===== config.mk =====
export PLATFORM = sky130hd
export DESIGN_NAME = seg_uop_seq
export DESIGN_NICKNAME = d
export VERILOG_FILES = /design/src/rtl/seg_uop_pkg.sv /design/src/rtl/seg_uop_plan.sv /design/src/rtl/seg_uop_ctrl.sv /design/src/rtl/seg_uop_fmt.sv /design/src/rtl/seg_uop_seq.sv
export SDC_FILE = /design/constraint.sdc
export NUM_CORES = 1
export LEC_CHECK = 0
export BUFFER_PORTS_ARGS = -buffer_cell sky130_fd_sc_hd__buf_2
export CORE_ASPECT_RATIO = 1.5
export CORE_MARGIN = 3
export CORE_UTILIZATION = 30
export DETAILED_ROUTE_END_ITERATION = 10
export SKIP_CTS_REPAIR_TIMING = 1
export SLEW_MARGIN = 20
export SYNTH_ARGS = -nofsm -noshare
export SYNTH_HDL_FRONTEND = slang
export SYNTH_SLANG_ARGS = --single-unit

===== constraint.sdc =====
create_clock -name clk -period 8.9 [get_ports clk]
set_input_delay 2.67 -clock clk [delete_from_list [all_inputs] [get_ports clk]]
set_output_delay 2.67 -clock clk [all_outputs]
set_load 0.02 [all_outputs]

===== src/rtl/seg_uop_pkg.sv =====
package seg_uop_pkg;

    typedef enum logic [1:0] {
        SQ_IDLE  = 2'd0,
        SQ_RUN   = 2'd1,
        SQ_FAULT = 2'd2
    } sq_state_e;

    typedef struct packed {
        logic fault;
        logic first;
        logic last;
    } uop_tag_t;

    // elements held by one register for a given width code
    function automatic int unsigned lanes_for(input int unsigned vlen, input logic [1:0] ew);
        return (vlen / 8) >> ew;
    endfunction

endpackage


===== src/rtl/seg_uop_plan.sv =====
module seg_uop_plan
    import seg_uop_pkg::*;
#(
    parameter int VLEN  = 128,
    parameter int NREG  = 32,
    parameter int NF_W  = 3,
    parameter int VL_W  = 8,
    parameter int REG_W = $clog2(NREG)
) (
    input  logic [REG_W-1:0] base_i,
    input  logic [NF_W-1:0]  nf_i,
    input  logic [VL_W-1:0]  vl_i,
    input  logic [1:0]       eew_i,
    output logic [VL_W-1:0]  lanes_o,
    output logic [VL_W-1:0]  per_o,
    output logic             ovf_o
);
    localparam int LG     = $clog2(VLEN / 8);
    localparam int SPAN_W = REG_W + NF_W + VL_W + 2;

    logic [VL_W:0]     padded;
    logic [3:0]        shamt;
    logic [SPAN_W-1:0] span;

    always_comb begin
        lanes_o = VL_W'(lanes_for(VLEN, eew_i));
        shamt   = 4'(LG) - 4'(eew_i);
        padded  = (VL_W+1)'(vl_i) + (VL_W+1)'(lanes_o) - (VL_W+1)'(1);
        per_o   = VL_W'(padded >> shamt);
        span    = SPAN_W'(base_i) + (SPAN_W'(nf_i) + SPAN_W'(1)) * SPAN_W'(per_o);
        ovf_o   = (vl_i != '0) && (span > SPAN_W'(NREG));
    end
endmodule


===== src/rtl/seg_uop_ctrl.sv =====
module seg_uop_ctrl
    import seg_uop_pkg::*;
#(
    parameter int NF_W  = 3,
    parameter int VL_W  = 8,
    parameter int REG_W = 5
) (
    input  logic             clk,
    input  logic             rst,
    input  logic             start_i,
    input  logic [REG_W-1:0] base_i,
    input  logic [NF_W-1:0]  nf_i,
    input  logic [VL_W-1:0]  vl_i,
    input  logic [VL_W-1:0]  lanes_i,
    input  logic [VL_W-1:0]  per_i,
    input  logic             ovf_i,
    input  logic             ready_i,
    output sq_state_e        state_o,
    output logic [NF_W-1:0]  field_o,
    output logic [VL_W-1:0]  idx_o,
    output logic [REG_W-1:0] vreg_o,
    output logic [VL_W-1:0]  rem_o,
    output logic [VL_W-1:0]  lanes_o,
    output logic             first_o,
    output logic             last_o
);
    sq_state_e        st_q;
    logic [NF_W-1:0]  nf_q, f_q;
    logic [VL_W-1:0]  vl_q, lanes_q, per_q, i_q, rem_q;
    logic [REG_W-1:0] vreg_q;
    logic             end_of_field;

    assign end_of_field = (i_q == per_q - VL_W'(1));
    assign first_o      = (f_q == '0) && (i_q == '0);
    assign last_o       = (f_q == nf_q) && end_of_field;

    always_ff @(posedge clk) begin
        if (rst) begin
            st_q    <= SQ_IDLE;
            nf_q    <= '0;
            f_q     <= '0;
            vl_q    <= '0;
            lanes_q <= '0;
            per_q   <= '0;
            i_q     <= '0;
            rem_q   <= '0;
            vreg_q  <= '0;
        end else begin
            unique case (st_q)
                SQ_IDLE: begin
                    if (start_i && vl_i != '0) begin
                        st_q    <= ovf_i ? SQ_FAULT : SQ_RUN;
                        nf_q    <= nf_i;
                        vl_q    <= vl_i;
                        lanes_q <= lanes_i;
                        per_q   <= per_i;
                        f_q     <= '0;
                        i_q     <= '0;
                        rem_q   <= vl_i;
                        vreg_q  <= base_i;
                    end
                end
                SQ_RUN: begin
                    if (ready_i) begin
                        if (last_o) begin
                            st_q <= SQ_IDLE;
                        end else begin
                            vreg_q <= vreg_q + REG_W'(1);
                            if (end_of_field) begin
                                i_q   <= '0;
                                f_q   <= f_q + NF_W'(1);
                                rem_q <= vl_q;
                            end else begin
                                i_q   <= i_q + VL_W'(1);
                                rem_q <= rem_q - lanes_q;
                            end
                        end
                    end
                end
                SQ_FAULT: begin
                    if (ready_i) st_q <= SQ_IDLE;
                end
                default: st_q <= SQ_IDLE;
            endcase
        end
    end

    assign state_o = st_q;
    assign field_o = f_q;
    assign idx_o   = i_q;
    assign vreg_o  = vreg_q;
    assign rem_o   = rem_q;
    assign lanes_o = lanes_q;
endmodule


===== src/rtl/seg_uop_fmt.sv =====
module seg_uop_fmt
    import seg_uop_pkg::*;
#(
    parameter int NF_W  = 3,
    parameter int VL_W  = 8,
    parameter int REG_W = 5
) (
    input  sq_state_e        state_i,
    input  logic [NF_W-1:0]  field_i,
    input  logic [VL_W-1:0]  idx_i,
    input  logic [REG_W-1:0] vreg_i,
    input  logic [VL_W-1:0]  rem_i,
    input  logic [VL_W-1:0]  lanes_i,
    input  logic             first_i,
    input  logic             last_i,
    output logic             valid_o,
    output uop_tag_t         tag_o,
    output logic [NF_W-1:0]  field_o,
    output logic [VL_W-1:0]  idx_o,
    output logic [REG_W-1:0] vreg_o,
    output logic [VL_W-1:0]  elems_o
);
    always_comb begin
        valid_o = (state_i != SQ_IDLE);
        field_o = '0;
        idx_o   = '0;
        vreg_o  = vreg_i;
        elems_o = '0;
        tag_o   = '{fault: 1'b0, first: 1'b0, last: 1'b0};
        if (state_i == SQ_FAULT) begin
            tag_o = '{fault: 1'b1, first: 1'b1, last: 1'b1};
        end else if (state_i == SQ_RUN) begin
            field_o = field_i;
            idx_o   = idx_i;
            elems_o = (rem_i < lanes_i) ? rem_i : lanes_i;
            tag_o   = '{fault: 1'b0, first: first_i, last: last_i};
        end
    end
endmodule


===== src/rtl/seg_uop_seq.sv =====
module seg_uop_seq
    import seg_uop_pkg::*;
#(
    parameter int VLEN  = 128,
    parameter int NREG  = 32,
    parameter int NF_W  = 3,
    parameter int VL_W  = 8,
    parameter int REG_W = $clog2(NREG)
) (
    input  logic             clk,
    input  logic             rst,
    input  logic             start_i,
    input  logic [REG_W-1:0] base_i,
    input  logic [NF_W-1:0]  nf_i,
    input  logic [VL_W-1:0]  vl_i,
    input  logic [1:0]       eew_i,
    output logic             uop_valid_o,
    input  logic             uop_ready_i,
    output logic             uop_fault_o,
    output logic [NF_W-1:0]  uop_field_o,
    output logic [VL_W-1:0]  uop_idx_o,
    output logic [REG_W-1:0] uop_vreg_o,
    output logic [VL_W-1:0]  uop_elems_o,
    output logic             uop_first_o,
    output logic             uop_last_o
);
    logic [VL_W-1:0]  lanes_c, per_c, lanes_q, idx_q, rem_q;
    logic             ovf_c, first_q, last_q;
    logic [NF_W-1:0]  field_q;
    logic [REG_W-1:0] vreg_q;
    sq_state_e        state_q;
    uop_tag_t         tag;

    seg_uop_plan #(.VLEN(VLEN), .NREG(NREG), .NF_W(NF_W), .VL_W(VL_W), .REG_W(REG_W)) u_plan (
        .base_i(base_i), .nf_i(nf_i), .vl_i(vl_i), .eew_i(eew_i),
        .lanes_o(lanes_c), .per_o(per_c), .ovf_o(ovf_c)
    );

    seg_uop_ctrl #(.NF_W(NF_W), .VL_W(VL_W), .REG_W(REG_W)) u_ctrl (
        .clk(clk), .rst(rst), .start_i(start_i), .base_i(base_i), .nf_i(nf_i),
        .vl_i(vl_i), .lanes_i(lanes_c), .per_i(per_c), .ovf_i(ovf_c),
        .ready_i(uop_ready_i), .state_o(state_q), .field_o(field_q), .idx_o(idx_q),
        .vreg_o(vreg_q), .rem_o(rem_q), .lanes_o(lanes_q),
        .first_o(first_q), .last_o(last_q)
    );

    seg_uop_fmt #(.NF_W(NF_W), .VL_W(VL_W), .REG_W(REG_W)) u_fmt (
        .state_i(state_q), .field_i(field_q), .idx_i(idx_q), .vreg_i(vreg_q),
        .rem_i(rem_q), .lanes_i(lanes_q), .first_i(first_q), .last_i(last_q),
        .valid_o(uop_valid_o), .tag_o(tag), .field_o(uop_field_o),
        .idx_o(uop_idx_o), .vreg_o(uop_vreg_o), .elems_o(uop_elems_o)
    );

    assign uop_fault_o = tag.fault;
    assign uop_first_o = tag.first;
    assign uop_last_o  = tag.last;
endmodule


# Word level (Yosys, flattened, before mapping)
# Cells that the tools add are included.
# Widths: inputs -> output; s select.
dict set report totals {
  regBits 53
  input_bits 22
  output_inout_bits 28
}
dict set report classes {
  add_sub_neg 10
  mul 1
  order_cmp 2
  eq_ne 10
  shifts 2
  muxes 34
  reduce_logical 14
}
# op count
set op_table {}
lappend op_table {{$mux 8} 13}
lappend op_table {{$pmux 8 s2} 2}
lappend op_table {{$mux 3} 7}
lappend op_table {{$add 5x18->18} 1}
lappend op_table {{$gt 18x6->1 const B} 1}
lappend op_table {{$mul 18x8->18} 1}
lappend op_table {{$mux 5} 3}
lappend op_table {{$mux 2} 6}
lappend op_table {{$pmux 5 s2} 1}
lappend op_table {{$add 8x8->9} 1}
lappend op_table {{$shr 9x4->8} 1}
lappend op_table {{$sub 9x1->9 const B} 1}
lappend op_table {{$add 8x1->8 const B} 1}
lappend op_table {{$eq 8x8->1} 1}
lappend op_table {{$logic_not 8->1} 1}
lappend op_table {{$lt 8x8->1} 1}
lappend op_table {{$reduce_and 4->1} 2}
lappend op_table {{$reduce_bool 8->1} 1}
lappend op_table {{$shr 5x2->8 const A} 1}
lappend op_table {{$sub 8x1->8 const B} 1}
lappend op_table {{$sub 8x8->8} 1}
lappend op_table {{$ne 2x1->1 const B} 3}
lappend op_table {{$ne 2x2->1 const B} 3}
lappend op_table {{$pmux 2 s3} 1}
lappend op_table {{other kinds (14)} 18}

# Longest topological paths before layout
dict set report depth {
  depth_word 11
  ltp_mapped 27
}

# Cells and area by module
# Synthesis repeated with hierarchy kept, for this count alone.
dict set report unflattened {
  cells_unflattened 773
  area_unflattened_um2 5891.9
}
# mod instances cells_each area_per_inst_um2 seq_area_each_um2
set by_module_without_submodules {}
lappend by_module_without_submodules {seg_uop_ctrl 1 392 3032.9 1061.0}
lappend by_module_without_submodules {seg_uop_plan 1 308 2362.3 0.0}
lappend by_module_without_submodules {seg_uop_fmt 1 73 496.7 0.0}

# Least setup slack after synthesis
# No wires, ideal clock.
dict set report synth_path {
  path_kind {input to register}
  startpoint {input eew_i[0]}
  endpoint {register u_ctrl.st_q[1] (netlist: u_ctrl.state_o[1])}
  setup_time_ns 0.117
  t_arrival_ns 8.709
  required_time_ns 8.783
  slack_ns 0.074
  cell_stages 26
  path_buffers 1
  cell_sequence {clkbuf_1 inv_1 ha_1 inv_1 ha_1 inv_1 ha_1 a211oi_1 o21ai_1 a311oi_1 xnor2_1 mux2i_1 a31o_2 or2_2 fa_1 fa_1 fa_1 inv_1 ha_1 a211oi_1 o21bai_1 a21o_1 xor2_1 nor4_1 nand4_1 a32o_1}
}
dict set report synth_via {
  elab_chain_cells 11
}
# element line_no
set synth_rtl {}
lappend synth_rtl {{start: declaration} seg_uop_seq.sv:16} ;# input logic [1:0] eew_i,
lappend synth_rtl {{$shr 5x2->8} seg_uop_pkg.sv:17} ;# return (vlen / 8) >> ew;
lappend synth_rtl {{net lanes_c[2]} seg_uop_seq.sv:27} ;# logic [VL_W-1:0] lanes_c, per_c, lanes_q, idx_q, rem_q;
lappend synth_rtl {{$add 8x8->9} seg_uop_plan.sv:28} ;# padded = (VL_W+1)'(vl_i) + (VL_W+1)'(lanes_o) - (VL_W+1)'(1);
lappend synth_rtl {{$sub 9x1->9} seg_uop_plan.sv:28}
lappend synth_rtl {{$shr 9x4->8} seg_uop_plan.sv:29} ;# per_o = VL_W'(padded >> shamt);
lappend synth_rtl {{$mul 18x8->18} seg_uop_plan.sv:30} ;# span = SPAN_W'(base_i) + (SPAN_W'(nf_i) + SPAN_W'(1)) * SPAN_W'(per_o);
lappend synth_rtl {{$add 5x18->18} seg_uop_plan.sv:30}
lappend synth_rtl {{$gt 18x6->1} seg_uop_plan.sv:31} ;# ovf_o = (vl_i != '0) && (span > SPAN_W'(NREG));
lappend synth_rtl {{$logic_and 1x1->1} seg_uop_plan.sv:31}
lappend synth_rtl {{$mux 2} seg_uop_ctrl.sv:52} ;# st_q <= ovf_i ? SQ_FAULT : SQ_RUN;
lappend synth_rtl {{$mux 2} seg_uop_ctrl.sv:51} ;# if (start_i && vl_i != '0) begin
lappend synth_rtl {{$pmux 2 s3} seg_uop_ctrl.sv:49} ;# unique case (st_q)
lappend synth_rtl {{end signal: assignment} seg_uop_ctrl.sv:52}
lappend synth_rtl {{end: declaration} seg_uop_ctrl.sv:27} ;# sq_state_e st_q;
# The timed path passes the listed nets, and every way through them passes these cells. The select of a mux whose other input is x is not followed.
# A chain may end at the register's enable or synchronous reset.

# Final worst setup path
# Same ends and word-level chain as after synthesis.

==> summary.md <==
| Metric | Value |
|---|---|
| Number of setup violations in the final report | `0` |
| Cell area power density | `approximately 240 mW/mm2` |
| Initial DRC count | `215` |
| Clock root buffer | `clkbuf_16` |
| Average detailed-routed wire length per instance | `between 10 and 15 um` |
| Startpoint types | `input port` |
| I/O Buffers | `46` |
| Maximum number of pins on one net before global-route repair | `38` |
| Number of placement rows | `between 50 and 60` |
| All-Layer GR Usage | `14.44%` |
| Net total in the final layout | `799` |
| GR Layer Usage met2 | `approximately 28%` |
| Post-Synthesis Mean Instance Area | `about 7.7 um2` |
| Ys flop type | `dfxtp_1` |
| Most repeated cell in the gate-level netlist after synthesis | `nor2_1` |
| Placeable core area | `roughly 0.016 mm2` |
| Number of register bits inferred by synthesis | `roughly 50` |
| Worst hold-check path type | `reg -> reg` |
| Initial antenna violation count | `0` |
| Diode insertion count for antenna repair | `0` |
| Die Y-Extent | `approximately 160 um` |
| Sequential cell area fraction in the yosys report | `between 10% and 20%` |
| DRC violation count after routing | `0` |
| Final hold violation count | `0` |
| FMAX | `116.4 MHz` |
| Met1 global-route usage | `about 16%` |
| Worst max-slew margin expressed relative to the limit | `around two fifths` |
| Cell type with the highest aggregate area in the netlist | `dfxtp_1` |
| Number of buffers created by CTS | `5` |
| Highest fanout seen on the critical path | `4` |
| Deepest clock path buffer count | `2` |
| Final period util | `just under 100%` |
| Syn Std Cell Area | `~0.0050 mm2` |
| Minimum clock period | `between 8 and 9 ns` |
| Width of the chip | `around 110 um` |
| Ys Warns | `0` |
| Vias after detailed routing | `4651` |
| Vias in the first global route | `about 4600` |
| Die outline area | `roughly 0.018 mm2` |
| Leak pwr | `between 2 and 3 nW` |
| Routability congestion estimate | `roughly 0.8` |
| Setup TNS after final layout | `0 ns` |
| Max rail drop VDD | `about 160 uV` |
| Clock transition at the registers of the reported paths | `0.07 ns` |
| Placed wire-length estimate | `around 10000 um` |
| TritonCTS clock tree | `built` |
| Fraction of met3 tracks used by global routing | `0.8895%` |
| Outcome | `completed` |
| Asr flop ratio synth | `0%` |
| Number of pins exceeding their max-slew limit in the final report | `0` |
| Count of flip-flops with a built-in enable after synthesis | `0` |
| Synth top cells by count | `nor2_1 (85), nand2_1 (64), ha_1 (54), inv_1 (54), dfxtp_1 (49)` |
| Maximum capacitance violations | `0` |
| Classification of the worst setup path | `in -> reg` |
| Wire length of the first global-routing pass | `21940 um` |
| Initial standard-cell utilization of the core | `a little under a third` |
| Vias per inst | `between 5 and 6` |
| Clock network latency to the later pin of the worst-skew pair | `between 0.2 and 0.3 ns` |
| Post-Route WL | `approximately 13000 um` |
| Cells taking the most area after synthesis | `dfxtp_1 (20%), ha_1 (14%), fa_1 (6.9%)` |
| CP Data Arrival Time | `8.78 ns` |
| Total clock sinks | `between 40 and 50` |
| Detailed Routing Iterations Pass 1 | `4` |
| Share of post-route cells with drive strength above 1 | `about 17%` |
| Critical path capture point type | `flop` |
| Area added between synthesis and finish | `17.16%` |
| Util after Layout | `35.94%` |
| Post-route ant nets | `0` |
| Pin slew with the least headroom to its limit | `slightly above 0.9 ns` |
| Synth Instances | `643` |
| H-Tree Level Count | `2` |
| Most heavily used metal layer in global routing | `met2` |
| IO Pins | `50` |
| Minimum hold slack | `around 0.46 ns` |
| Worst endpoint required time | `roughly 9 ns` |
| Remaining Overflow, GRT | `0` |
| Share of the synthesized area in the top cell type | `just under 20%` |
| Count of distinct cell types in the synthesized netlist | `just over 70` |
| Setup skew after layout | `between 0.009 and 0.01 ns` |
-- logic make-up (layout without fill, tap and decap cells) --
family | count (synthesis) | in the layout | synth area share [%]
and+or+nand+nor | 247 | 247 | 24.01
AOI/OAI and AO/OA | 140 | 140 | 19.58
buffers and inverters | 85 | 147 | 6.777
adders and majority gates | 71 | 71 | 20.46
DFF | 49 | 49 | 19.75
xor gates and xnor gates | 33 | 33 | 5.820
muxes | 17 | 17 | 3.527
other | 1 | 3 | 0.07551
-- layout by cell type (no fill, tap or decap), types with 7 or more instances in the layout --
cell type / netlist / routed
a211oi_1: 16 / 14
a21oi_1: 39 / 38
and2_1: 10 / 10
and3_1: 7 / 7
buf_2: 2 / 46
buf_4: 4 / 38
dfxtp_1: 49 / 49
fa_1: 17 / 17
ha_1: 54 / 54
inv_1: 54 / 54
mux2i_1: 13 / 13
nand2_1: 64 / 64
nand3_1: 12 / 12
nor2_1: 85 / 85
nor3_1: 15 / 15
o211ai_1: 7 / 7
o21a_1: 7 / 7
o21ai_0: 24 / 22
or2_2: 9 / 9
xnor2_1: 17 / 17
xor2_1: 16 / 16
-- layout make-up --
cell class	instances	area, um2
multi-input cells	511	3685
inverters	55	206.4
repair buffers	84	515.5
fillers	1701	10370
clock buffers	7	142.6
flip-flops and latches	49	980.9
well taps	206	257.7
clock inverters	1	30.03
-- stage by stage --
stage               instance area, um2  setup WS [ns]  power (W)  std cells
CTS                               5752         0.1414   0.001395        908
global placement                  5579      -0.004721   0.001164        900
global route                      5818      -0.009127   0.001539        913
finish                            5818         0.3060   0.001406        913
floorplan                         4974        0.07370  0.0009300        645
detailed placement                5579        -0.1390   0.001166        900
-- registers in the layout, indices dropped and copies added (netlist names) --
signal,count
u_ctrl.idx_o,8
u_ctrl.per_q,8
u_ctrl.rem_o,8
u_ctrl.vl_q,8
u_ctrl.vreg_o,5
u_ctrl.lanes_o,4
u_ctrl.field_o,3
u_ctrl.nf_q,3
u_ctrl.state_o,2
-- worst max-delay path, stage by stage --
cell	delay, ns
buf_2	0.12
inv_1	0.09
ha_1	0.17
inv_1	0.05
ha_1	0.27
inv_1	0.06
fa_1	0.46
a211oi_1	0.30
nor2_1	0.12
buf_4	0.15
o31ai_1	0.28
mux2i_1	0.12
and2_1	0.19
a21o_1	0.19
or2_1	0.23
fa_1	0.51
fa_1	0.45
fa_1	0.52
inv_1	0.04
ha_1	0.23
a211oi_1	0.24
buf_4	0.16
o21bai_1	0.08
a21o_1	0.20
xor2_1	0.14
nor4_1	0.26
nand4_1	0.20
a32o_1	0.25
-- power by group --
group          total [W]  switching [W]  internal, W
clock           0.000222      0.0000815     0.000141
combinational   0.000879       0.000498     0.000381
sequential      0.000306      0.0000430     0.000263
total            0.00141       0.000623     0.000784
-- metal layers --
| metal | wire, um | share of wire, % |
|---|---|---|
| met5 | 0 | 0 |
| met4 | 382 | 2.9 |
| met1 | 5447 | 41 |
| met2 | 6926 | 53 |
| met3 | 382 | 2.9 |
-- worst paths after layout --
| check | depth (start not counted) | from | endpoint | slack (ns) |
|---|---|---|---|---|
| setup reg to reg | 9 | u_ctrl.per_q[0] | u_ctrl.rem_o[4] | 6.03 |
| setup / recovery | 28 | eew_i[0] | u_ctrl.state_o[1] | 0.31 |
| hold / removal | 2 | u_ctrl.vl_q[2] | u_ctrl.vl_q[2] | 0.46 |
| hold reg to reg | 2 | u_ctrl.vl_q[2] | u_ctrl.vl_q[2] | 0.46 |
Power figures use the tool's default switching activity.
